**src/rtl/mdss_pkg.sv**
```systemverilog
package mdss_pkg;

   typedef enum logic [3:0] {
      TS_RESET, TS_IDLE,
      TS_SEL_DR, TS_CAP_DR, TS_SHF_DR, TS_EX1_DR, TS_PAU_DR, TS_EX2_DR, TS_UPD_DR,
      TS_SEL_IR, TS_CAP_IR, TS_SHF_IR, TS_EX1_IR, TS_PAU_IR, TS_EX2_IR, TS_UPD_IR
   } tap_state_e;

   typedef enum logic [2:0] {
      SK_NONE, SK_UNIQUE, SK_GROUP, SK_BCAST, SK_INTERROG
   } sel_kind_e;

   typedef enum logic [1:0] {
      PK_NONE, PK_IDLE, PK_PAUSE
   } park_e;

   function automatic tap_state_e tap_step(input tap_state_e s, input logic m);
      tap_state_e n;
      case (s)
         TS_RESET:  n = m ? TS_RESET  : TS_IDLE;
         TS_IDLE:   n = m ? TS_SEL_DR : TS_IDLE;
         TS_SEL_DR: n = m ? TS_SEL_IR : TS_CAP_DR;
         TS_CAP_DR: n = m ? TS_EX1_DR : TS_SHF_DR;
         TS_SHF_DR: n = m ? TS_EX1_DR : TS_SHF_DR;
         TS_EX1_DR: n = m ? TS_UPD_DR : TS_PAU_DR;
         TS_PAU_DR: n = m ? TS_EX2_DR : TS_PAU_DR;
         TS_EX2_DR: n = m ? TS_UPD_DR : TS_SHF_DR;
         TS_UPD_DR: n = m ? TS_SEL_DR : TS_IDLE;
         TS_SEL_IR: n = m ? TS_RESET  : TS_CAP_IR;
         TS_CAP_IR: n = m ? TS_EX1_IR : TS_SHF_IR;
         TS_SHF_IR: n = m ? TS_EX1_IR : TS_SHF_IR;
         TS_EX1_IR: n = m ? TS_UPD_IR : TS_PAU_IR;
         TS_PAU_IR: n = m ? TS_EX2_IR : TS_PAU_IR;
         TS_EX2_IR: n = m ? TS_UPD_IR : TS_SHF_IR;
         TS_UPD_IR: n = m ? TS_SEL_DR : TS_IDLE;
         default:   n = TS_RESET;
      endcase
      return n;
   endfunction

   function automatic logic sel_is_active(input sel_kind_e k);
      return (k == SK_UNIQUE) || (k == SK_GROUP) || (k == SK_BCAST);
   endfunction

endpackage

```
**src/rtl/mdss_tap.sv**
```systemverilog
module mdss_tap
   import mdss_pkg::*;
(
   input  logic       tck,
   input  logic       trst_n,
   input  logic       tms,
   output tap_state_e state,
   output tap_state_e nxt
);

   assign nxt = tap_step(state, tms);

   always_ff @(posedge tck or negedge trst_n) begin
      if (!trst_n) begin
         state <= TS_RESET;
      end else begin
         state <= nxt;
      end
   end

endmodule

```
**src/rtl/mdss_ir.sv**
```systemverilog
module mdss_ir
   import mdss_pkg::*;
#(
   parameter int unsigned WIDTH = 8
) (
   input  logic             tck,
   input  logic             trst_n,
   input  tap_state_e       state,
   input  logic             tdi,
   input  logic [WIDTH-1:0] cap_val,
   output logic [WIDTH-1:0] sh
);

   localparam logic [WIDTH-1:0] RST_VAL = WIDTH'(1);

   generate
      if (WIDTH < 2) begin : g_bad_width
         $error("mdss_ir: WIDTH must be at least 2");
      end
   endgenerate

   always_ff @(posedge tck or negedge trst_n) begin
      if (!trst_n) begin
         sh <= RST_VAL;
      end else begin
         case (state)
            TS_CAP_IR: sh <= cap_val;
            TS_SHF_IR: sh <= {tdi, sh[WIDTH-1:1]};
            TS_RESET:  sh <= RST_VAL;
            default:   sh <= sh;
         endcase
      end
   end

endmodule

```
**src/rtl/mdss_decode.sv**
```systemverilog
module mdss_decode
   import mdss_pkg::*;
#(
   parameter int unsigned ADDR_W     = 8,
   parameter int unsigned NUM_GROUPS = 4
) (
   input  logic [ADDR_W-1:0]     code,
   input  logic [ADDR_W-1:0]     slot_addr,
   input  logic [NUM_GROUPS-1:0] grp_en,
   output sel_kind_e             kind,
   output park_e                 park
);

   localparam int unsigned ALL_ONES     = (1 << ADDR_W) - 1;
   localparam int unsigned PARK_RTI_I   = ALL_ONES - 3;
   localparam int unsigned GROUP_BASE_I = PARK_RTI_I - NUM_GROUPS;

   localparam logic [ADDR_W-1:0] C_BCAST      = ADDR_W'(ALL_ONES);
   localparam logic [ADDR_W-1:0] C_INTERROG   = ADDR_W'(ALL_ONES - 1);
   localparam logic [ADDR_W-1:0] C_PARK_PAUSE = ADDR_W'(ALL_ONES - 2);
   localparam logic [ADDR_W-1:0] C_PARK_RTI   = ADDR_W'(PARK_RTI_I);
   localparam logic [ADDR_W-1:0] C_GROUP_BASE = ADDR_W'(GROUP_BASE_I);

   generate
      if (ADDR_W < 4 || ADDR_W > 16) begin : g_bad_addr_w
         $error("mdss_decode: ADDR_W must lie between 4 and 16");
      end
      if (NUM_GROUPS < 1 || GROUP_BASE_I < 2) begin : g_bad_groups
         $error("mdss_decode: group codes leave no room for unique slots");
      end
   endgenerate

   logic [NUM_GROUPS-1:0] grp_hit;

   for (genvar g = 0; g < NUM_GROUPS; g++) begin : g_grp
      localparam logic [ADDR_W-1:0] GCODE = ADDR_W'(GROUP_BASE_I + g);
      assign grp_hit[g] = grp_en[g] && (code == GCODE);
   end

   logic uniq_ok;
   assign uniq_ok = (code != '0) && (code < C_GROUP_BASE) && (code == slot_addr);

   always_comb begin
      if (code == C_BCAST) begin
         kind = SK_BCAST;
      end else if (code == C_INTERROG) begin
         kind = SK_INTERROG;
      end else if (|grp_hit) begin
         kind = SK_GROUP;
      end else if (uniq_ok) begin
         kind = SK_UNIQUE;
      end else begin
         kind = SK_NONE;
      end
   end

   always_comb begin
      if (code == C_PARK_RTI) begin
         park = PK_IDLE;
      end else if (code == C_PARK_PAUSE) begin
         park = PK_PAUSE;
      end else begin
         park = PK_NONE;
      end
   end

endmodule

```
**src/rtl/mdrop_slot_sel.sv**
```systemverilog
module mdrop_slot_sel
   import mdss_pkg::*;
#(
   parameter int unsigned ADDR_W     = 8,
   parameter int unsigned NUM_GROUPS = 4,
   parameter bit          TDO_RETIME = 1'b1
) (
   input  logic                  tck,
   input  logic                  trst_n,
   input  logic                  tms,
   input  logic                  tdi,
   input  logic [ADDR_W-1:0]     slot_addr,
   input  logic [NUM_GROUPS-1:0] grp_en,
   output logic                  tdo,
   output logic                  tdo_oe,
   output logic                  selected,
   output logic                  shared_sel,
   output logic                  park_rti,
   output logic                  park_pause,
   output logic                  lcl_tms
);

   localparam logic [ADDR_W-1:0] IDCODE_CAP = ADDR_W'(1);

   tap_state_e        tap_st;
   tap_state_e        tap_nx;
   logic [ADDR_W-1:0] ir_sh;
   logic [ADDR_W-1:0] cap_val;
   sel_kind_e         kind_q;
   sel_kind_e         dec_kind;
   park_e             park_q;
   park_e             dec_park;
   logic              byp_q;
   logic              sel_any;
   logic              sel_uniq;
   logic              shift_any;
   logic              tdo_d;
   logic              oe_d;

   mdss_tap u_tap (
      .tck    (tck),
      .trst_n (trst_n),
      .tms    (tms),
      .state  (tap_st),
      .nxt    (tap_nx)
   );

   assign cap_val = (kind_q == SK_INTERROG) ? slot_addr : IDCODE_CAP;

   mdss_ir #(.WIDTH(ADDR_W)) u_ir (
      .tck     (tck),
      .trst_n  (trst_n),
      .state   (tap_st),
      .tdi     (tdi),
      .cap_val (cap_val),
      .sh      (ir_sh)
   );

   mdss_decode #(.ADDR_W(ADDR_W), .NUM_GROUPS(NUM_GROUPS)) u_dec (
      .code      (ir_sh),
      .slot_addr (slot_addr),
      .grp_en    (grp_en),
      .kind      (dec_kind),
      .park      (dec_park)
   );

   assign sel_any  = sel_is_active(kind_q);
   assign sel_uniq = (kind_q == SK_UNIQUE);

   always_ff @(posedge tck or negedge trst_n) begin
      if (!trst_n) begin
         kind_q <= SK_NONE;
         park_q <= PK_NONE;
      end else if (tap_nx == TS_RESET) begin
         kind_q <= SK_NONE;
         park_q <= PK_NONE;
      end else if (tap_st == TS_UPD_IR) begin
         if (dec_park != PK_NONE) begin
            if (sel_any) begin
               park_q <= dec_park;
            end
         end else begin
            kind_q <= dec_kind;
            park_q <= PK_NONE;
         end
      end
   end

   always_ff @(posedge tck or negedge trst_n) begin
      if (!trst_n) begin
         byp_q <= 1'b0;
      end else if (tap_st == TS_CAP_DR) begin
         byp_q <= 1'b0;
      end else if (tap_st == TS_SHF_DR) begin
         byp_q <= tdi;
      end
   end

   assign shift_any = (tap_st == TS_SHF_IR) || (tap_st == TS_SHF_DR);
   assign tdo_d     = (tap_st == TS_SHF_IR) ? ir_sh[0] : byp_q;
   assign oe_d      = sel_uniq && shift_any;

   generate
      if (TDO_RETIME) begin : g_tdo_neg
         logic tdo_q;
         logic oe_q;
         always_ff @(negedge tck or negedge trst_n) begin
            if (!trst_n) begin
               tdo_q <= 1'b0;
               oe_q  <= 1'b0;
            end else begin
               tdo_q <= tdo_d;
               oe_q  <= oe_d;
            end
         end
         assign tdo    = tdo_q;
         assign tdo_oe = oe_q;
      end else begin : g_tdo_comb
         assign tdo    = tdo_d;
         assign tdo_oe = oe_d;
      end
   endgenerate

   assign selected   = sel_any;
   assign shared_sel = (kind_q == SK_GROUP) || (kind_q == SK_BCAST);
   assign park_rti   = (park_q == PK_IDLE);
   assign park_pause = (park_q == PK_PAUSE);
   assign lcl_tms    = (park_q != PK_NONE) ? 1'b0 : tms;

endmodule

```
**config.mk**
```make
export PLATFORM = sky130hd
export DESIGN_NAME = mdrop_slot_sel
export DESIGN_NICKNAME = d
export VERILOG_FILES = /design/src/rtl/mdss_pkg.sv /design/src/rtl/mdss_tap.sv /design/src/rtl/mdss_ir.sv /design/src/rtl/mdss_decode.sv /design/src/rtl/mdrop_slot_sel.sv
export SDC_FILE = /design/constraint.sdc
export NUM_CORES = 1
export LEC_CHECK = 0
export BUFFER_PORTS_ARGS = -buffer_cell sky130_fd_sc_hd__buf_4
export CELL_PAD_IN_SITES_DETAIL_PLACEMENT = 2
export CELL_PAD_IN_SITES_GLOBAL_PLACEMENT = 2
export CORE_AREA = 3 3 77 79
export CTS_CLUSTER_DIAMETER = 120
export DETAILED_ROUTE_END_ITERATION = 10
export DIE_AREA = 0 0 80 82
export PLACE_DENSITY_LB_ADDON = 0.12
export SLEW_MARGIN = 5
export SYNTH_ARGS = -nofsm -noshare
export SYNTH_HDL_FRONTEND = slang
export SYNTH_HIERARCHICAL = 1
export SYNTH_SLANG_ARGS = --single-unit
```
**constraint.sdc**
```tcl
create_clock -name tck -period 4.12 [get_ports tck]
set_clock_uncertainty 0.1 [all_clocks]
set_input_delay 0 -clock tck [delete_from_list [all_inputs] [get_ports tck]]
set_output_delay 0 -clock tck [all_outputs]
set_load 0.05 [all_outputs]
```
* Yosys cells after proc, flatten, opt, wreduce, memory -nomap -nowiden
Index checks and enable logic that the tools add are counted.
Cells by class: muxes and demuxes 32, magnitude comparators 1, reductions and logical operators 25, equality and inequality tests 32
Operator list (number):
- == test 8 bit (second input constant) | 8
- one-hot mux 4 bit (12 select lines) | 1
- == test 4 bit (second input constant) | 8
- 2-to-1 mux 3 bit | 8
- one-hot mux 8 bit (3 select lines) | 1
- 2-to-1 mux 2 bit | 9
- == test 4 x 3 -> 1 bit (second input constant) | 4
- 2-to-1 mux 4 bit | 4
- == test 4 x 2 -> 1 bit (second input constant) | 2
- == test 8 bit | 1
- logical NOT 4 bit | 2
- < comparator 8 bit (second input constant) | 1
- 2-to-1 mux 1 bit | 8
- 2-to-1 mux 8 bit | 1
- nonzero test 2 bit | 4
- nonzero test 8 bit | 1
- logical AND 1 bit | 7
- == test 3 x 2 -> 1 bit (second input constant) | 2
- == test 4 x 1 -> 1 bit (second input constant) | 1
- logical OR 1 bit | 4
- AND reduction 2 bit | 2
- OR reduction 2 bit | 2
- OR reduction 4 bit | 1
- == test 3 x 1 -> 1 bit (second input constant) | 1
- other kinds (7) | 7
Storage, ports and cells: bits in registers 20

* Longest topological paths before layout
Gate-level depths: netlist of run 1.
depth in word-level cells 10, mapped depth 7

* Cells and area by module
The synthesis of run 1 kept the hierarchy.
By module, submodules not included:
- mdrop_slot_sel | seq. area each 200.2 sq um, area each 519.2 sq um, instances 1, cells each 54
- mdss_ir | seq. area each 201.4 sq um, area each 504.2 sq um, instances 1, cells each 40
- mdss_tap | seq. area each 100.1 sq um, area each 314.1 sq um, instances 1, cells each 37
- mdss_decode | seq. area each 0.0 sq um, area each 217.7 sq um, instances 1, cells each 30

==> results.md, run 1 <==
Place:
- At the end of routability-driven placement, the weighted congestion stood at 0.762.
- The estimated wirelength of the detail-placed design is 3.45 mm.
- Port buffering added 22 buffers.
- The instance count after placement with tap cells included is 251.
- After detailed placement, the total cell area comes to 0.00176 mm².

Layout:
- The repair_antennas step left the layout with diodes totalling 0.
- The final layout contains 202 nets.
- The post-synthesis to final-layout area growth is 17.8%.
- After filler insertion, the fill cell instance count of the layout stands at 610.
- The share of cells above drive strength 1 is 30.3%.
- The number of standard cells in the layout, taps in and fillers out is 257.
- After routing the design area is 0.00183 mm².
- Once layout is complete, the utilization of the core stands at 33.9%.

Worst setup path:
- The worst setup path is launched from a flop.
- The data arrival time of the critical path is 1.53 ns.
- For flop-to-flop paths, the worst setup slack is 0.55 ns.
- The launch point of the worst path is u_tap/state[2]$_DFF_PN0_.
- The startpoint of the most critical register-to-register path is u_tap/state[2]$_DFF_PN0_.
- The critical path required time is 2.08 ns.
- Along the worst path, the maximum fanout reaches 20.
- The critical path ends at tdo$_DFF_NN0_.
- The worst setup path is of the flop to flop kind.
- The worst setup path is captured at a flop.
- In this run the critical register-to-register path is captured at tdo$_DFF_NN0_.
- The logic depth of the worst register-to-register path is 2.

Route:
- The total detailed-routing wirelength is 4.58 mm.
- After detailed routing, the number of remaining DRC violations is 0.
- In the routed layout, each cell is associated on average with a via count of 5.28.
- After detailed routing, the average wire length per cell comes to 17.8 µm.
- Before antenna repair, the detailed router went through 4 iterations.
- Across all layers, the routed design uses 1357 vias.
- In this run the remaining antenna-violating nets after routing total 0.
- The first routing iteration left 26 violations.

CTS:
- The number of clock sinks is 20.
- The clock tree from TritonCTS is yes.
- The largest buffer count on any clock path is 2.
- For the worst-skew pair, the clock arrives at the later sink with an insertion delay of 0.26 ns.
- The number of gates resized after cts is 0.
- The tree is rooted in a clkbuf_8.
- The post-CTS clock slew at the launch and capture registers of the worst setup and hold paths is 0.08 ns.
- The number of levels in the clock H-tree is 1.
- The number of clock buffers added by TritonCTS is 3.

Timing:
- In this run the tightest slew margin relative to its limit is 48.7%.
- The final number of hold-violating endpoints is 0.
- Setup total negative slack on the finished layout was measured at 0 ns.
- Setup repair after global routing left no endpoint under its margin.
- The transition at the pin with the smallest max-transition slack is 0.770 ns.
- Setup violations remaining at the end of the flow were counted as 0.
- The final number of max-transition violations is 0.

Logic synthesis:
- The xor and xnor fraction of the mapped netlist area is 4.51%.
- The synthesized-area fraction occupied by ao, oa, aoi and oai cells is 20.9%.
- Yosys printed 6 warnings.
- Of the post-synthesis cell area, the dominant cell type holds 27.4%.
- By instance count, the leading cell after synthesis is dfrtp_1.
- Of the total synthesized cell area, the portion taken by full adders, half adders and majority gates is 0%.
- The number of synthesized register bits is 20.
- The post-synth net total is 177.
- The mean instance size in the synthesized netlist is 9.66 µm².
- The count of mapped cells out of synthesis is 161.
- After synthesis, the share of cell area in mux cells is 6.60%.
- The synthesized netlist occupies a cell area of 0.00156 mm².
- By count the netlist is led by dfrtp_1 (17), a21oi_1 (11), nor2_1 (11).
- The number of different library cells used by synthesis comes to 53.
- In this run, synthesis inferred 0 flip-flops with an integrated enable.
- By area the synthesized netlist is led by dfrtp_1 (27%), a211oi_2 (5.6%), mux2i_1 (5.1%), xnor2_1 (4.5%), a21oi_1 (3.5%).
- The proportion of synthesized chip area in sequential cells is 32.3%.
- After synthesis, the largest family of logic cells by area is simple AND/OR/NAND/NOR gates.
- The primary flip-flop cell chosen by synthesis mapping is dfrtp_1.
- The synthesized netlist devotes 29.3% of its cell area to simple gates.
- The largest total area in the synthesized netlist belongs to dfrtp_1.
- The share of async-settable or async-resettable flops after synthesis is 100%.

Power and ir drop:
- The design internal power is 0.700 mW.
- Dividing total power by cell area gives a power density of 751 mW/mm².
- For this design the static power due to leakage is 0.752 nW.
- Power comes to 1.37 mW.
- The share of total power dissipated in combinational logic is 55.6%.
- The sequential cell fraction of total power is 32.9%.
- The switching share of total power is 49.1%.
- In this run, the clock network consumes 11.4% of the power.
- VDD sags by at most 0.000261 V.
- The power spent charging and discharging nets is 0.675 mW.

Floorplan:
- The vertical extent of the die is 82 µm.
- The area of the core is 0.00541 mm².
- The initialized floorplan defines 27 standard-cell rows.
- The overall die area is 0.00656 mm².
- The overall die width is 80 µm.
- 23 I/O pins were placed.
- The initial cell density of the core is 28.8%.

Global route:
- The first-pass GRT wire length is 7.57 mm.
- The overall global routing resource usage is 14.9%.
- The overall overflow remaining after global route is 0.
- The number of global-route vias before repair was 1514.
- The maximum number of pins on one net before global-route repair is 21.
- The initial antenna violation count is 0.

Flow run:
- Max-cap violations in this run came to 0.

Outcome:
- The flow ran to the end, and the final reports show no timing, DRC or antenna violations.

Hold path:
- The class of the most critical hold timing path is primary input to flop.
## final cells by class
| class | count | area (µm²) | share of cell area [%] |
|---|---|---|---|
| Tap cell | 72 | 90.1 | 4.92 |
| Clock buffer | 4 | 55.1 | 3.01 |
| Inverter | 4 | 16.3 | 0.888 |
| Timing Repair Buffer | 28 | 215 | 11.7 |
| Sequential cell | 20 | 502 | 27.4 |
| Multi-Input combinational cell | 129 | 953 | 52.0 |
## flip-flops by register name (all words and copies together) (netlist names)
register	flops
u_tap/state	4
tdo	1
byp_q	1
kind_q	3
tdo_oe	1
u_ir/sh	8
park_q	2
## power by group through the flow
| stage | sequential (mW) | clock (mW) | combinational (mW) |
|---|---|---|---|
| final | 0.453 | 0.157 | 0.765 |
| after floorplan | 0.419 | 0 | 0.620 |
| after detailed placement | 0.460 | 0 | 0.771 |
| after global routing | 0.481 | 0.172 | 0.841 |
| after global placement | 0.449 | 0 | 0.745 |
| after CTS | 0.458 | 0.164 | 0.778 |
## through the flow
| stage | worst slack [ns] | hold WS, ns |
|---|---|---|
| after floorplan | 0.806 | -0.396 |
| after global placement | 0.593 | -0.191 |
| after detailed placement | 0.526 | -0.190 |
| after CTS | 0.499 | 0.00550 |
| after global routing | 0.404 | 0.0130 |
| final | 0.545 | 0.00143 |
## timing repair
action	4_1_cts	5_1_grt
hold buffers	2	0
buffers inserted	0	0
endpoints found under the hold margin	20	0
## layer usage
metal | share of wire, % | GRT usage (%) | up-vias
li1 | - | - | 640
met1 | 43 | 17.0 | 701
met4 | 0.65 | 3.72 | 0
met3 | 2.4 | 2.85 | 2
met5 | 0 | 0 | -
met2 | 54 | 28.5 | 14
## worst max-delay path: stages, from the launching register on
cell and delay (ns):
dfrtp_1 0.72, nand4b_1 0.22, mux2_1 0.33
## cell usage in the layout, fill, tap and decap left out, types with 2 or more instances in the layout
cell type / n
and2_1: 7
nand3_1: 5
clkbuf_8: 4
nand2b_1: 4
nor3b_2: 3
nor3_1: 7
xnor2_1: 8
or2_2: 2
dlygate4sd3_1: 2
nor3b_1: 3
and2b_2: 2
nor2b_1: 3
a21oi_1: 11
and3_1: 3
nor2_1: 11
o21ai_0: 6
nand4_1: 3
nand2_1: 3
inv_1: 3
dfrtp_1: 17
or2b_1: 2
mux2i_1: 8
a211oi_2: 7
nor4_1: 2
o21ai_1: 4
buf_4: 26
nor2_2: 2
a211oi_1: 3
dfrtn_1: 2
## how the worst min path moves through the flow
| stage | from | endpoint | cells past startpoint |
|---|---|---|---|
| floorplan | trst_n | byp_q$_DFFE_PN0P_ | 0 |
| global placement | trst_n | u_ir/sh[5]$_DFFE_PN0P_ | 1 |
| detailed placement | trst_n | u_ir/sh[4]$_DFFE_PN0P_ | 1 |
| CTS | tdi | byp_q$_DFFE_PN0P_ | 3 |
| global route | tdi | byp_q$_DFFE_PN0P_ | 3 |
| finish | tdi | byp_q$_DFFE_PN0P_ | 3 |
## kinds of logic after synthesis
kind of cell              Yosys count
muxes                              10
buffers and inverters              12
and+or+nand+nor                    69
AOI/OAI and AO/OA                  42
DFF                                20
xor gates and xnor gates            8
Power figures use the tool's default switching activity.
==> run 2, diff against run 1 <==
==> constraint.sdc (replaced) <==
create_clock -name tck -period 4.02 [get_ports tck]
set_clock_uncertainty 0.1 [all_clocks]
set_input_delay 0 -clock tck [delete_from_list [all_inputs] [get_ports tck]]
set_output_delay 0 -clock tck [all_outputs]
set_load 0.05 [all_outputs]
==> run 2 against run 1 <==
  * Die area stayed put
  * Sequential power is 1% lower
  * First-iteration DRC count is 42% higher
  * Critical path type unchanged
  * Largest power group unchanged
  * Highest routed layer unchanged
==> results.md, run 2 (synthesis results as in run 1) <==
Timing:
- Setup repair after global routing left no endpoint under its margin.
- The transition at the pin with the smallest max-transition slack is 0.753 ns.
- The worst-case headroom to the max-slew limit is 49.8%.
- The final number of hold-violating endpoints is 0.
- Adding up every negative setup slack in the final design gives 0 ns.
- Setup violations remaining at the end of the flow were counted as 0.
- The final number of max-transition violations is 0.

Layout:
- The register with the most flip-flops is u_ir/sh.
- The share of cells above drive strength 1 is 30.5%.
- Leaving out fill and tap cells, the most frequent cell in the layout is buf_4.
- In the final design database the tool counted 204 nets.
- Cells fill 34.2% of the core in the end.
- The library cells used most frequently in the layout, excluding fill and tap cells, are buf_4 (27), dfrtp_1 (17), nor2_1 (11), a21oi_1 (11).
- The number of standard cells in the layout, taps in and fillers out is 259.
- The number of flip-flops in the largest register is 8.
- In the final layout, the registers with the most flip-flops are u_ir/sh x8, u_tap/state x4, kind_q x3.
- From synthesis to final layout, the design area changed by 18.9%.
- 0 antenna diodes ended up in the layout.

Power and ir drop:
- Of the total power, registers draw 31.5%.
- The power density relative to cell area is 770 mW/mm².
- The power spent charging and discharging nets is 0.699 mW.
- In this run, the combinational gates consume 57.0% of the power.
- Net switching is 49.1% of the power.
- VDD sags by at most 0.000313 V.
- Of the total power, the clock network draws 11.5%.
- Cell internal power was estimated by the tool at 0.724 mW.
- The analysis attributes to cell leakage a power of 0.761 nW.

Worst setup path:
- In this run the critical register-to-register path is launched from u_tap/state[3]$_DFF_PN0_.
- The endpoint type of the worst setup path is a flop.
- The register-to-register setup slack is 0.56 ns.
- The type of origin of the critical path is a flop.
- Data on the critical path is required at its endpoint by 2.03 ns.
- Measured in cells, the most critical reg-to-reg path has a length of 2.
- The endpoint of the worst register-to-register path is tdo$_DFF_NN0_.
- The critical-path maximum fanout is 16.
- The worst setup path is of the flop to flop kind.
- At the worst endpoint, the arrival time is 1.47 ns.

Floorplan:
- The region available for standard cell placement spans 0.00541 mm².
- The top-level port count is 23.
- The initial cell density of the core is 28.8%.
- The overall die area is 0.00656 mm².
- The die is 80 µm wide.
- The vertical extent of the die is 82 µm.
- The floorplan has 27 rows.

CTS:
- In this run the number of H-tree levels came out at 1.
- The root buffer selected by CTS is clkbuf_8.
- The number of clock buffers added by TritonCTS is 3.
- Counting every sink on the clock net gives 20.
- For the worst-skew pair, the clock arrives at the later sink with an insertion delay of 0.27 ns.
- After clock tree synthesis, the clock-pin slew on the worst setup and hold paths is 0.08 ns.
- The clock tree from TritonCTS is yes.
- The number of setup buffers added after CTS is 0.
- No sink is reached through more buffers than the 2 on the longest clock path.

Outcome:
- The flow ran to the end, and the final reports show no timing, DRC or antenna violations.

Flow run:
- The tool flagged a number of max-cap violations equal to 0.

Global route:
- Global routing used 15.1% of the available tracks.
- The number of global-route vias before repair was 1541.
- The first global-routing pass estimated 7.78 mm of wire.
- Entering global routing, the biggest net connects 21 pins.
- For this run the aggregate overflow at the end of global routing stands at 0.
- The initial antenna violation count is 0.

Route:
- The violation count after the first detailed-route iteration is 37.
- Dividing the detail-routed via count by the number of cells gives 5.24.
- After detailed routing, the number of remaining DRC violations is 0.
- The average wire per standard cell is 17.9 µm.
- The routed via count is 1357.
- The number of iterations in the first detailed-routing pass is 4.
- In this run the remaining antenna-violating nets after routing total 0.
- The total detailed-routing wirelength is 4.63 mm.

Hold path:
- The min-delay analysis places its worst path in the category primary input to asynchronous set/reset pin.

Place:
- The instance count after placement with tap cells included is 252.
- Summed over all nets, the half-perimeter wirelength after detailed placement is 3.44 mm.
- In this run the tool buffered the top-level ports with 22 buffer cells.
- The final RePlAce weighted congestion is 0.765.
run 2: cell types whose count changed in the layout (fill, tap and decap cells not counted):
| cell | delta |
|---|---|
| buf_4 | +1 |
| dlygate4sd3_1 | +1 |
run 2: metrics by stage:
stage          hold WS (ns)  setup WS, ns  area (µm²)  total power, mW
2_1_floorplan        -0.396         0.756        1560             1.06
3_3_place_gp         -0.193         0.618        1760             1.23
3_5_place_dp         -0.182         0.561        1760             1.27
4_1_cts              0.0763         0.548        1850             1.45
5_1_grt               0.102         0.456        1850             1.54
6_report             0.0633         0.557        1850             1.42
run 2: power by group through the flow:
| stage | Clock (mW) | Combinational (mW) | Sequential [mW] |
|---|---|---|---|
| after floorplan | 0 | 0.635 | 0.429 |
| after global placement | 0 | 0.787 | 0.444 |
| after detailed placement | 0 | 0.819 | 0.454 |
| after CTS | 0.171 | 0.826 | 0.450 |
| after global routing | 0.178 | 0.891 | 0.470 |
| final | 0.164 | 0.811 | 0.448 |
run 2: repair_timing:
action	in CTS	in global routing
hold buffers	3	0
hold endpoints to repair	21	0
resized for setup	0	0
run 2: area by class of cell:
type                    count  area (µm²)
well taps                  72        90.1
multi-input cells         129         953
fillers                   625        3560
clock buffers               4        55.1
inverters                   4        16.3
flip-flops and latches     20         502
repair buffers             30         233
run 2: worst max path at each step:
| stage | to | cells past startpoint | from |
|---|---|---|---|
| 2_1_floorplan | tdo$_DFF_NN0_ | 2 | u_tap/state[2]$_DFF_PN0_ |
| 3_3_place_gp | tdo$_DFF_NN0_ | 2 | u_tap/state[3]$_DFF_PN0_ |
| 3_5_place_dp | tdo$_DFF_NN0_ | 2 | u_tap/state[3]$_DFF_PN0_ |
| 4_1_cts | tdo$_DFF_NN0_ | 2 | u_tap/state[3]$_DFF_PN0_ |
| 5_1_grt | tdo$_DFF_NN0_ | 2 | u_tap/state[3]$_DFF_PN0_ |
| 6_report | tdo$_DFF_NN0_ | 2 | u_tap/state[3]$_DFF_PN0_ |
run 2: worst max-delay path, stage by stage (launching register included):
cell	delay [ns]
dfrtp_1	0.64
nand4b_1	0.21
mux2_1	0.36
run 2: routing by layer:
layer | wire length, µm | track usage (%) | up-vias
met5 | 0 | 0 | -
met4 | 36 | 3.04 | 0
met3 | 127 | 2.30 | 4
met2 | 2470 | 28.9 | 17
met1 | 2000 | 17.9 | 688
li1 | - | - | 648
==> run 3, diff against run 2 <==
--- a/config.mk
+++ b/config.mk
@@ -5,14 +5,15 @@
 export SDC_FILE = /design/constraint.sdc
 export NUM_CORES = 1
 export LEC_CHECK = 0
-export BUFFER_PORTS_ARGS = -buffer_cell sky130_fd_sc_hd__buf_4
+export BUFFER_PORTS_ARGS = -buffer_cell sky130_fd_sc_hd__buf_2
 export CELL_PAD_IN_SITES_DETAIL_PLACEMENT = 2
 export CELL_PAD_IN_SITES_GLOBAL_PLACEMENT = 2
-export CORE_AREA = 3 3 77 79
+export CORE_AREA = 2 2 76 78
 export CTS_CLUSTER_DIAMETER = 120
 export DETAILED_ROUTE_END_ITERATION = 10
-export DIE_AREA = 0 0 80 82
+export DIE_AREA = 0 0 78 80
 export PLACE_DENSITY_LB_ADDON = 0.12
+export SETUP_SLACK_MARGIN = 0.2
 export SLEW_MARGIN = 5
 export SYNTH_ARGS = -nofsm -noshare
 export SYNTH_HDL_FRONTEND = slang
==> run 3 against run 2 <==
  * Register-to-register slack got worse by 0.12 ns
  * Sequential share of layout area increased by 0.81 points
  * Sequential power increased by 4%
  * Die area decreased by 4.9%
  * Sequential cell count unchanged
  * Cell area decreased by 2.9%
  * Clock power increased by 30%
  * Non-clock buffer count decreased by 2
  * Clock-buffer cell count decreased by 1
  * Hold slack improved by 0.067 ns
  * Critical endpoint unchanged
==> results.md, run 3 (synthesis results as in run 1) <==
Flow run:
- The total of max-cap violations is 0.

Route:
- The count of antenna-violating nets left after detailed routing is 0.
- The average wire per standard cell is 17.5 µm.
- Wires add up to 4.50 mm.
- The violation count after the first detailed-route iteration is 25.
- The via density per instance is 5.23.
- The wire length on met1 is 1.97 mm.
- After detailed routing, the number of remaining DRC violations is 0.
- The routed wire length on met3 is 85 µm.
- The detailed router placed 1345 vias in this run.
- The number of iterations in the first detailed-routing pass is 4.
- The top layer used by detailed routing is met4.
- In the detailed route, the total length drawn on met2 is 2.35 mm.

Place:
- The estimated wirelength of the detail-placed design is 3.27 mm.
- The count of port buffers added during placement is 22.
- The final RePlAce weighted congestion is 0.732.

Worst setup path:
- The critical path required time is 2.02 ns.
- The worst setup path is launched from a flop.
- The largest single stage delay on the critical path is 0.73 ns.
- The startpoint identified for the worst register-to-register timing path is u_tap/state[2]$_DFF_PN0_.
- The data arrival time of the critical path is 1.59 ns.
- The cell type of the slowest stage on the worst timing path is dfrtp_1.
- STA classifies the critical path endpoint as a flop.
- Traced cell by cell, the critical path runs through nand4b_1, mux2_1.
- The launch point of the worst path is u_tap/state[2]$_DFF_PN0_.
- The category of the critical setup timing path is flop to flop.
- Along the worst path, the maximum fanout reaches 20.

Power and ir drop:
- The standby leakage power is 0.744 nW.
- In this run the power density over the cells is 797 mW/mm².
- The total power is 1.43 mW.
- The worst-case IR drop observed on VDD is 0.000298 V.

Timing:
- After routing, the total negative slack on setup checks comes to 0 ns.
- The setup violation total in the final timing report is 0.
- The transition at the pin with the smallest max-transition slack is 0.757 ns.
- The final number of max-transition violations is 0.
- Headroom to the max-slew limit came out at 49.6%.
- Setup repair after global routing left no endpoint under its margin.
- The final number of hold-violating endpoints is 0.

CTS:
- The clock tree from TritonCTS is yes.
- Clock-pin slew was measured on the worst setup and hold paths at 0.09 ns.
- The number of clock buffers inserted by TritonCTS is 3.
- The number of gates resized after cts is 0.
- The number of levels in the clock H-tree is 1.
- The later-pin clock latency in the skew report is 0.27 ns.
- The root buffer selected by CTS is clkbuf_8.
- The number of clock sinks is 20.
- The largest buffer count on any clock path is 2.

Layout:
- The number of nets at the end of the flow is 202.
- The most common library cell in the layout ignoring fill and taps is buf_2.
- The register with the most flip-flops is u_ir/sh.
- The register with the most flip-flops in the layout has 8 of them.
- Cells with a size suffix above 1 make up 29.7% of the layout.
- In the final layout, the registers with the most flip-flops are u_ir/sh x8, u_tap/state x4, kind_q x3.
- Compared with the post-synthesis result, the final layout area differs by 15.4%.
- The antenna diode instance count is 0.
- In the layout the commonest cells are buf_2 (22), dfrtp_1 (17), nor2_1 (11), a21oi_1 (11).

Hold path:
- The tightest min-delay check is of the primary input to asynchronous set/reset pin type.

Global route:
- The overall global routing resource usage is 16.1%.
- The initial antenna violation count is 0.
- The total overflow left after global routing is 0.
- The number of global-route vias before repair is 1550.
- Entering global routing, the biggest net connects 22 pins.
- The first-pass GRT wire length is 7.90 mm.

Floorplan:
- For this design the top-level I/O count stands at 23.
- The area of the core is 0.00541 mm².
- The floorplan has 27 rows.
- The vertical extent of the die is 80 µm.
- In this run the horizontal extent of the chip is 78 µm.
- The overall die area is 0.00624 mm².
- The initial cell density of the core is 28.8%.

Outcome:
- The run finished with clean final reports.
[run 3: critical path, delay by kind of cell, from the launching register on]
kind,cells,cell delay [ns]
simple gates,1,0.23
mux,1,0.36
flops,1,0.73
[run 3: layout make-up]
cell class                 instances  area [µm²]
tap                               72        90.1
sequential                        20         502
inverter                           4        16.3
clock inverter                     1        30.0
fill                             630        3610
clock buffer                       3        41.3
timing repair buffer              28         163
multi-input combinational        129         953
[run 3: per-layer routing]
| layer | vias up | GRT usage [%] |
|---|---|---|
| li1 | 641 | - |
| met1 | 677 | 18.5 |
| met2 | 19 | 30.4 |
| met3 | 8 | 2.04 |
| met4 | 0 | 6.14 |
| met5 | - | 0 |
[run 3: per-stage QoR]
step / cells / hold slack (ns) / setup slack, ns / instance area (µm²) / utilization, %
6_report: 257 / 0.131 / 0.436 / 1800 / 33.2
2_1_floorplan: 161 / -0.396 / 0.756 / 1560 / -
5_1_grt: 257 / 0.152 / 0.294 / 1800 / 33.2
3_3_place_gp: 250 / -0.111 / 0.548 / 1690 / 31.3
4_1_cts: 257 / 0.134 / 0.428 / 1800 / 33.2
3_5_place_dp: 250 / -0.0961 / 0.486 / 1690 / 31.3
[run 3: final timing paths]
check	endpoint	slack (ns)	cells past startpoint
worst max-delay path	tdo$_DFF_NN0_	0.44	2
worst min-delay path	u_ir/sh[3]$_DFFE_PN0P_	0.13	2
worst max register to register	tdo$_DFF_NN0_	0.44	2
worst min register to register	u_ir/sh[0]$_DFFE_PN1P_	0.47	1
max in group asynchronous	tdo$_DFF_NN0_	1.43	2
min in group tck	u_ir/sh[0]$_DFFE_PN1P_	0.13	5
[run 3: report_power, final]
group | leakage (nW) | switching [mW] | internal, mW
Clock | 0.0357 | 0.0797 | 0.133
Combinational | 0.454 | 0.439 | 0.313
Sequential | 0.255 | 0.177 | 0.289
[run 3: timing repair]
action	in CTS	in global routing
hold buffers	3	0
endpoints found under the hold margin	21	0
setup buffers	0	0
